==> src/rtl/sdram_init_pkg.sv <==
package sdram_init_pkg;
  // Command code: {cs_n, ras_n, cas_n, we_n}
  typedef enum logic [3:0] {
    CMD_MRS = 4'b0000,
    CMD_REF = 4'b0001,
    CMD_PRE = 4'b0010,
    CMD_NOP = 4'b0111
  } sd_cmd_e;

  typedef enum logic [2:0] {
    ST_PAUSE,
    ST_GAP_RP,
    ST_GAP_RC,
    ST_GAP_MRD,
    ST_NORMAL,
    ST_FAULT
  } seq_state_e;

  localparam int REFRESH_BURST = 8;
  localparam int MRD_CYCLES    = 3;
  localparam int ALL_BANK_BIT  = 10;
  localparam int CAS_LSB       = 4;
  localparam int COL_BITS_MAX  = 10;
endpackage

==> src/rtl/sdram_cfg_check.sv <==
module sdram_cfg_check #(
  parameter int ADDR_W = 13,
  parameter int BA_W   = 2,
  parameter int IW     = 16
) (
  input  logic [1:0]    col_code,
  input  logic [1:0]    row_code,
  input  logic          bank_code,
  input  logic [IW-1:0] refresh_interval,
  output logic          cfg_ok
);
  import sdram_init_pkg::*;

  logic row_fits, col_fits, bank_fits, ivl_set;

  always_comb begin
    row_fits  = (int'(row_code) + 11) <= ADDR_W;
    col_fits  = (int'(col_code) + 8) <= COL_BITS_MAX;
    bank_fits = (int'(bank_code) + 1) <= BA_W;
    ivl_set   = refresh_interval != '0;
    cfg_ok    = row_fits && col_fits && bank_fits && ivl_set;
  end
endmodule

==> src/rtl/sdram_gap_counter.sv <==
module sdram_gap_counter #(
  parameter int W       = 16,
  parameter int RST_VAL = 0
) (
  input  logic         clk,
  input  logic         rst,
  input  logic         load,
  input  logic [W-1:0] load_val,
  output logic         zero
);
  logic [W-1:0] cnt;

  always_ff @(posedge clk) begin
    if (rst)              cnt <= W'(RST_VAL);
    else if (load)        cnt <= load_val;
    else if (cnt != '0)   cnt <= cnt - 1'b1;
  end

  assign zero = (cnt == '0);

  // a counter that has run down stays down until reloaded
  assert_gap_holds_R1: assert property (@(posedge clk) disable iff (rst)
    (zero && !load) |=> zero);
endmodule

==> src/rtl/sdram_refresh_timer.sv <==
module sdram_refresh_timer #(
  parameter int IW = 16
) (
  input  logic          clk,
  input  logic          rst,
  input  logic          run,
  input  logic [IW-1:0] interval,
  output logic          ref_req
);
  logic [IW-1:0] tmr;

  always_ff @(posedge clk) begin
    if (rst) begin
      tmr     <= '0;
      ref_req <= 1'b0;
    end else if (!run) begin
      tmr     <= interval - 1'b1;
      ref_req <= 1'b0;
    end else if (tmr == '0) begin
      tmr     <= interval - 1'b1;
      ref_req <= 1'b1;
    end else begin
      tmr     <= tmr - 1'b1;
      ref_req <= 1'b0;
    end
  end

  assert_req_only_running_R6: assert property (@(posedge clk) disable iff (rst)
    ref_req |-> run);
endmodule

==> src/rtl/sdram_init_seq.sv <==
module sdram_init_seq #(
  parameter int CLK_HZ   = 100_000_000,
  parameter int PAUSE_US = 200,
  parameter int ADDR_W   = 13,
  parameter int BA_W     = 2,
  parameter int TW       = 4,
  parameter int IW       = 16
) (
  input  logic              clk,
  input  logic              rst,
  input  logic [2:0]        cas_lat,
  input  logic [1:0]        col_code,
  input  logic [1:0]        row_code,
  input  logic              bank_code,
  input  logic [TW-1:0]     t_rp,
  input  logic [TW-1:0]     t_rc,
  input  logic [IW-1:0]     refresh_interval,
  output logic [3:0]        sd_cmd,
  output logic [ADDR_W-1:0] sd_addr,
  output logic [BA_W-1:0]   sd_ba,
  output logic              init_done,
  output logic              ref_req,
  output logic              cfg_err
);
  import sdram_init_pkg::*;

  localparam int PAUSE_CYC = (CLK_HZ / 1_000_000) * PAUSE_US;
  localparam int CW0       = $clog2(PAUSE_CYC + 1);
  localparam int CW        = (CW0 > TW) ? CW0 : TW;
  localparam int RW        = $clog2(REFRESH_BURST + 1);

  seq_state_e        state;
  sd_cmd_e           cmd_q;
  logic [ADDR_W-1:0] addr_q;
  logic [BA_W-1:0]   ba_q;
  logic              done_q, err_q;
  logic [RW-1:0]     refs_left;
  logic              cfg_ok, gap_zero, gap_load;
  logic [CW-1:0]     gap_val;
  logic [ADDR_W-1:0] mode_word;

  sdram_cfg_check #(.ADDR_W(ADDR_W), .BA_W(BA_W), .IW(IW)) u_cfg (
    .col_code(col_code), .row_code(row_code), .bank_code(bank_code),
    .refresh_interval(refresh_interval), .cfg_ok(cfg_ok));

  sdram_gap_counter #(.W(CW), .RST_VAL(PAUSE_CYC - 1)) u_gap (
    .clk(clk), .rst(rst), .load(gap_load), .load_val(gap_val), .zero(gap_zero));

  sdram_refresh_timer #(.IW(IW)) u_rtmr (
    .clk(clk), .rst(rst), .run(done_q), .interval(refresh_interval),
    .ref_req(ref_req));

  // Mode word: burst length 1, sequential, CAS latency at bit CAS_LSB
  always_comb begin
    mode_word = '0;
    mode_word[CAS_LSB +: 3] = cas_lat;
  end

  // Gap length chosen by the command about to issue
  always_comb begin
    gap_load = 1'b0;
    gap_val  = '0;
    if (gap_zero) begin
      case (state)
        ST_PAUSE:  begin gap_load = cfg_ok; gap_val = CW'(t_rp); end
        ST_GAP_RP: begin gap_load = 1'b1;   gap_val = CW'(t_rc); end
        ST_GAP_RC: begin
          gap_load = 1'b1;
          gap_val  = (refs_left != '0) ? CW'(t_rc) : CW'(MRD_CYCLES);
        end
        default: ;
      endcase
    end
  end

  always_ff @(posedge clk) begin
    if (rst) begin
      state     <= ST_PAUSE;
      cmd_q     <= CMD_NOP;
      addr_q    <= '0;
      ba_q      <= '0;
      done_q    <= 1'b0;
      err_q     <= 1'b0;
      refs_left <= '0;
    end else begin
      cmd_q  <= CMD_NOP;
      addr_q <= '0;
      ba_q   <= '0;
      case (state)
        ST_PAUSE: if (gap_zero) begin
          if (!cfg_ok) begin
            state <= ST_FAULT;
            err_q <= 1'b1;
          end else begin
            cmd_q                <= CMD_PRE;
            addr_q[ALL_BANK_BIT] <= 1'b1;
            refs_left            <= RW'(REFRESH_BURST);
            state                <= ST_GAP_RP;
          end
        end
        ST_GAP_RP: if (gap_zero) begin
          cmd_q     <= CMD_REF;
          refs_left <= refs_left - 1'b1;
          state     <= ST_GAP_RC;
        end
        ST_GAP_RC: if (gap_zero) begin
          if (refs_left != '0) begin
            cmd_q     <= CMD_REF;
            refs_left <= refs_left - 1'b1;
          end else begin
            cmd_q  <= CMD_MRS;
            addr_q <= mode_word;
            state  <= ST_GAP_MRD;
          end
        end
        ST_GAP_MRD: if (gap_zero) begin
          done_q <= 1'b1;
          state  <= ST_NORMAL;
        end
        default: ;
      endcase
    end
  end

  assign sd_cmd    = cmd_q;
  assign sd_addr   = addr_q;
  assign sd_ba     = ba_q;
  assign init_done = done_q;
  assign cfg_err   = err_q;

  // Observation registers kept for the assertions below
  logic [CW-1:0] chk_age;
  logic          chk_seen;
  logic [RW:0]   chk_refs;

  always_ff @(posedge clk) begin
    if (rst) begin
      chk_age  <= '0;
      chk_seen <= 1'b0;
      chk_refs <= '0;
    end else begin
      if (chk_age != CW'(PAUSE_CYC)) chk_age <= chk_age + 1'b1;
      if (sd_cmd != CMD_NOP) chk_seen <= 1'b1;
      if (sd_cmd == CMD_REF) chk_refs <= chk_refs + 1'b1;
    end
  end

  assert_pause_nop_R1: assert property (@(posedge clk) disable iff (rst)
    (chk_age < CW'(PAUSE_CYC)) |-> sd_cmd == CMD_NOP);
  assert_first_precharge_R2: assert property (@(posedge clk) disable iff (rst)
    (sd_cmd != CMD_NOP && !chk_seen) |-> (sd_cmd == CMD_PRE && sd_addr[ALL_BANK_BIT]));
  assert_refresh_bound_R3: assert property (@(posedge clk) disable iff (rst)
    sd_cmd == CMD_REF |-> chk_refs < (RW+1)'(REFRESH_BURST));
  assert_eight_before_mode_R3: assert property (@(posedge clk) disable iff (rst)
    sd_cmd == CMD_MRS |-> chk_refs == (RW+1)'(REFRESH_BURST));
  assert_mode_word_R4: assert property (@(posedge clk) disable iff (rst)
    sd_cmd == CMD_MRS |-> (sd_addr[3:0] == 4'd0 && sd_addr[CAS_LSB +: 3] == cas_lat));
  assert_done_sticky_R5: assert property (@(posedge clk) disable iff (rst)
    init_done |=> init_done);
  assert_done_after_mrd_R5: assert property (@(posedge clk) disable iff (rst)
    $rose(init_done) |-> $past(sd_cmd, 4) == CMD_MRS);
  assert_fault_idle_R7: assert property (@(posedge clk) disable iff (rst)
    cfg_err |-> (!init_done && sd_cmd == CMD_NOP));
endmodule

==> config.mk <==
export PLATFORM = sky130hd
export DESIGN_NAME = sdram_init_seq
export DESIGN_NICKNAME = d
export VERILOG_FILES = /design/src/rtl/sdram_init_pkg.sv /design/src/rtl/sdram_cfg_check.sv /design/src/rtl/sdram_gap_counter.sv /design/src/rtl/sdram_refresh_timer.sv /design/src/rtl/sdram_init_seq.sv
export SDC_FILE = /design/constraint.sdc
export NUM_CORES = 1
export LEC_CHECK = 0
export ABC_AREA = 1
export BUFFER_PORTS_ARGS = -buffer_cell sky130_fd_sc_hd__buf_2
export CAP_MARGIN = 20
export CELL_PAD_IN_SITES_DETAIL_PLACEMENT = 1
export CELL_PAD_IN_SITES_GLOBAL_PLACEMENT = 1
export CORE_ASPECT_RATIO = 0.7
export CORE_UTILIZATION = 43
export DETAILED_ROUTE_END_ITERATION = 10
export GPL_ROUTABILITY_DRIVEN = 0
export PLACE_DENSITY_LB_ADDON = 0.1
export SYNTH_ARGS = -nofsm -noshare
export SYNTH_HDL_FRONTEND = slang
export SYNTH_SLANG_ARGS = --single-unit
==> constraint.sdc <==
create_clock -name clk -period 3 [get_ports clk]
set_input_delay 0.45 -clock clk [delete_from_list [all_inputs] [get_ports clk]]
set_output_delay 0.45 -clock clk [all_outputs]
set_load 0.01 [all_outputs]
==> qor.log <==
qor: outcome.status finished clean
qor: flow_run.drv_cap 0
qor: timing.final.period_utilization 66.3%
qor: grt.grt.total_usage 24.4%
qor: synthesis.post_synth_inst_count 452
qor: cts.path_clk_slew 80 ps
qor: timing.finalCriticalPeriod 1990 ps
qor: hold_path.worstHoldStart refresh_interval[0]
qor: final_layout.final-instance-count-excl-fill 589
qor: place.numPlacedInstances 581
qor: final_layout.nets 535
qor: critical_path.worst_r2r_endpoint u_rtmr.tmr[9]$_SDFF_PP0_
qor: grt.first_global_vias 2969
qor: power_and_ir_drop.total_leakage_power 1.58 nW
qor: drt.vias 2913
qor: cts.cts_buffer_depth 2
qor: critical_path.slack_of_the_worst_reg_to_reg_path 1010 ps
qor: drt.detail_route.wl_per_cell 14.4 um
qor: place.buffer_ports.inserted 42
qor: grt.maximum_number_of_pins_on_one_net_before_global_route_repair 28
qor: cts.clock-sinks 48
qor: drt.routed_antenna_nets 0
qor: timing.timing.final.hold_violations 0
qor: critical_path.timing_worst_setup_path_type reg2reg
qor: timing.highest_attainable_clock_frequency 503 MHz
qor: synthesis.ys.warnings.count 0
qor: cts.clk_root_buffer_cell sky130_fd_sc_hd__clkbuf_8
qor: floorplanning.floorplan.io_pins 56
qor: cts.cts_made_buffers 5
qor: drt.routed_wl 8.47 mm
qor: floorplanning.core_area 6820 sq um
qor: power_and_ir_drop.power.internal 964 uW
qor: cts.tritoncts done
qor: timing.fin_setup_tns 0 ps
qor: place.preCtsSetupSlack 1030 ps
qor: final_layout.syn2layout_area_growth 11.3%
qor: floorplanning.full_die_area 7490 sq um
qor: timing.unrepaired_setup_endpoints_after_global_routing false
qor: final_layout.final_cell_area 3420 sq um
qor: critical_path.crit_chain inv_1, ha_1, inv_1, nor2_1, nand3_1, nor2_1, nand2_1, nand2_4, inv_4, o21ai_0, o21ai_0, nor2_1
qor: drt.dr.pass1.iters 4
qor: drt.viasPerCell 4.95
qor: power_and_ir_drop.p_clk_share 35.9%
qor: floorplanning.floorplan.rows 25
qor: final_layout.layout-drive-gt1-share 19.0%
qor: cts.hold_buffers 0
qor: synthesis.fraction_of_registers_with_async_set_or_reset_after_synthesis 0%
qor: grt.grt_pass1_wl 14.0 mm
qor: final_layout.n_fill_cell 972
qor: critical_path.crit-reg2reg-launch u_rtmr.tmr[0]$_SDFF_PP0_
qor: synthesis.synthFlopType sky130_fd_sc_hd__dfxtp_1
qor: drt.remaining_routing_drc_violations 0
qor: timing.clock_skew 14.4 ps
qor: grt.gr-total-overflow 0
qor: place.post-dp-hpwl 6.74 mm
qor: cts.post-cts-setup-buffers 0
qor: drt.drt_iter0_drc 134
qor: power_and_ir_drop.power_density 385 nW/um^2
qor: critical_path.cp_max_fanout 19
qor: hold_path.hp-class in2reg
qor: critical_path.critPathRequiredTime 3190 ps
qor: critical_path.worst-endpoint-arrival 2180 ps
qor: timing.drv_slew 0
qor: synthesis.flip_flop_and_latch_count_after_synthesis 48
qor: critical_path.slowest_delay 460 ps
qor: place.placed_area 3310 sq um
qor: timing.slew_headroom 42.5%
qor: timing.worst_tran_pin_value 861 ps
qor: power_and_ir_drop.seq_power_share 50.9%
qor: critical_path.reg2reg_depth 12
qor: power_and_ir_drop.comb_power_share 13.2%
qor: synthesis.synth_sequential_area_ratio 31.3%
qor: floorplanning.chipHeight 72.7 um
qor: timing.setup_viol 0
qor: power_and_ir_drop.netSwitchingFraction 26.7%
qor: hold_path.whs_endpoint u_rtmr.tmr[0]$_SDFF_PP0_
qor: synthesis.synth.distinct_cells 40
qor: floorplanning.floorplan.initialDensity 45.0%
qor: critical_path.worst_setup_path_end_kind flop
qor: floorplanning.die_w 103 um
qor: power_and_ir_drop.net-switching-power 352 uW
qor: cts.cts_resized 0
qor: critical_path.critPathMostFrequentCell sky130_fd_sc_hd__nor2_1
qor: timing.hold-worst-slack 339 ps
qor: critical_path.startpoint_type flop
qor: final_layout.antennaDiodeCount 0
qor: critical_path.crit_path_top_delay_cell sky130_fd_sc_hd__dfxtp_1
qor: hold_path.hold_depth 2
qor: synthesis.avgSynthCellArea 6.80 sq um
qor: cts.clock_latency 300 ps
qor: synthesis.synth.cell_area 3070 sq um
qor: grt.antenna_violations_before_repair 0
qor: cts.htree_levels 2
qor: timing.post-route-worst-setup-slack 1010 ps
qor: power_and_ir_drop.power.ir.vdd_worst 0.000194 V
qor: synthesis.number_of_enable_type_register_cells_in_the_synthesized_netlist 0
## Yosys cell counts, types with 2 or more instances
cell type	instances	area (sq um)
sky130_fd_sc_hd__nand2_1	91	342
sky130_fd_sc_hd__nor2_1	71	267
sky130_fd_sc_hd__dfxtp_1	48	961
sky130_fd_sc_hd__inv_1	38	143
sky130_fd_sc_hd__a21oi_1	27	135
sky130_fd_sc_hd__nand3_1	26	130
sky130_fd_sc_hd__o21ai_0	18	90.1
sky130_fd_sc_hd__xor2_1	13	114
sky130_fd_sc_hd__buf_4	12	90.1
sky130_fd_sc_hd__nor2_2	11	68.8
sky130_fd_sc_hd__nand4_1	10	62.6
sky130_fd_sc_hd__xnor2_1	10	87.6
sky130_fd_sc_hd__o21ai_1	9	45.0
sky130_fd_sc_hd__inv_2	8	30.0
sky130_fd_sc_hd__ha_1	7	87.6
sky130_fd_sc_hd__nand2_2	7	43.8
sky130_fd_sc_hd__nor2_4	6	67.6
sky130_fd_sc_hd__nor3_1	6	30.0
sky130_fd_sc_hd__nand2_4	4	45.0
sky130_fd_sc_hd__clkbuf_1	3	11.3
sky130_fd_sc_hd__nand3b_1	3	22.5
sky130_fd_sc_hd__buf_6	2	22.5
sky130_fd_sc_hd__nand3_2	2	20.0
sky130_fd_sc_hd__nor3_2	2	20.0
sky130_fd_sc_hd__o22ai_1	2	12.5
sky130_fd_sc_hd__or2_1	2	12.5
## layout by cell type, fill, tap and decap left out, types with 3 or more instances in the layout
cell and instances:
sky130_fd_sc_hd__nand2_1 91, sky130_fd_sc_hd__nor2_1 71, sky130_fd_sc_hd__dfxtp_1 48, sky130_fd_sc_hd__buf_2 42, sky130_fd_sc_hd__inv_1 38, sky130_fd_sc_hd__a21oi_1 27
sky130_fd_sc_hd__nand3_1 26, sky130_fd_sc_hd__o21ai_0 18, sky130_fd_sc_hd__xor2_1 13, sky130_fd_sc_hd__conb_1 12, sky130_fd_sc_hd__nor2_2 11, sky130_fd_sc_hd__xnor2_1 10
sky130_fd_sc_hd__nand4_1 10, sky130_fd_sc_hd__o21ai_1 9, sky130_fd_sc_hd__inv_2 8, sky130_fd_sc_hd__nand2_2 7, sky130_fd_sc_hd__ha_1 7, sky130_fd_sc_hd__nor3_1 6
sky130_fd_sc_hd__nor2_4 6, sky130_fd_sc_hd__clkbuf_8 5, sky130_fd_sc_hd__nand2_4 4, sky130_fd_sc_hd__nand3b_1 3
## critical path, delay by kind of cell (launching register included)
family          cells  cell delay [ps]
compound gates      2              330
fa+ha+maj           1              210
buf+inv             3              380
flops               1              460
simple gates        6              500
## registers in the layout, summed over array words and instances (netlist names), 3 cells and up
name        cells
u_rtmr.tmr     16
u_gap.cnt      15
refs_left       4
sd_addr         4
sd_cmd          3
state           3
## per-stage QoR
stage               utilization [%]  power, mW
floorplan                         -      0.803
global placement               48.6      0.848
detailed placement             48.6      0.856
finish                         50.1       1.32
global route                   50.1       1.38
CTS                            50.1       1.33
## worst max path at each step
stage	to	slack, ps	cells past startpoint	startpoint
after floorplan	refs_left[0]$_SDFFE_PP0P_	1480	11	refresh_interval[0]
after global placement	u_rtmr.tmr[15]$_SDFF_PP0_	1020	4	rst
after detailed placement	u_rtmr.tmr[15]$_SDFF_PP0_	1030	4	rst
after CTS	u_rtmr.tmr[9]$_SDFF_PP0_	1040	12	u_rtmr.tmr[0]$_SDFF_PP0_
after global routing	u_rtmr.tmr[9]$_SDFF_PP0_	870	12	u_rtmr.tmr[0]$_SDFF_PP0_
final	u_rtmr.tmr[9]$_SDFF_PP0_	1010	12	u_rtmr.tmr[0]$_SDFF_PP0_
## area by class of cell
type | instances | area (sq um) | share of cell area, %
clock buffer | 6 | 72.6 | 2.12
clock inverter | 2 | 35.0 | 1.02
inverter | 48 | 183 | 5.34
sequential | 48 | 961 | 28.1
multi-input combinational | 349 | 1840 | 53.8
timing repair buffer | 42 | 210 | 6.15
tap | 94 | 118 | 3.44
## routing by layer
layer  global-route usage [%]  vias to the layer above  wire length, um
li1                         -                     1509                -
met1                     35.0                     1349             4460
met2                     38.7                       47             3720
met3                     3.74                        8              248
met4                     5.01                        0               49
met5                        0                        -                0
## power by group through the flow
stage          logic, mW  clock network [mW]  registers, mW
3_3_place_gp       0.165                   0          0.683
4_1_cts            0.173               0.488          0.670
5_1_grt            0.197               0.508          0.672
3_5_place_dp       0.172                   0          0.684
2_1_floorplan      0.123                   0          0.680
6_report           0.174               0.472          0.670
## cells by family (layout without fill, tap and decap cells)
group | count (synthesis) | count (layout) | share of synthesized area, %
compound gates | 63 | 63 | 11.0
xor+xnor | 23 | 23 | 6.56
fa+ha+maj | 7 | 7 | 2.85
buf+inv | 66 | 98 | 10.1
flops | 48 | 48 | 31.3
other cells | 1 | 12 | 0.122
simple gates | 244 | 244 | 38.1
No activity file was read; power rests on OpenSTA's default activity.
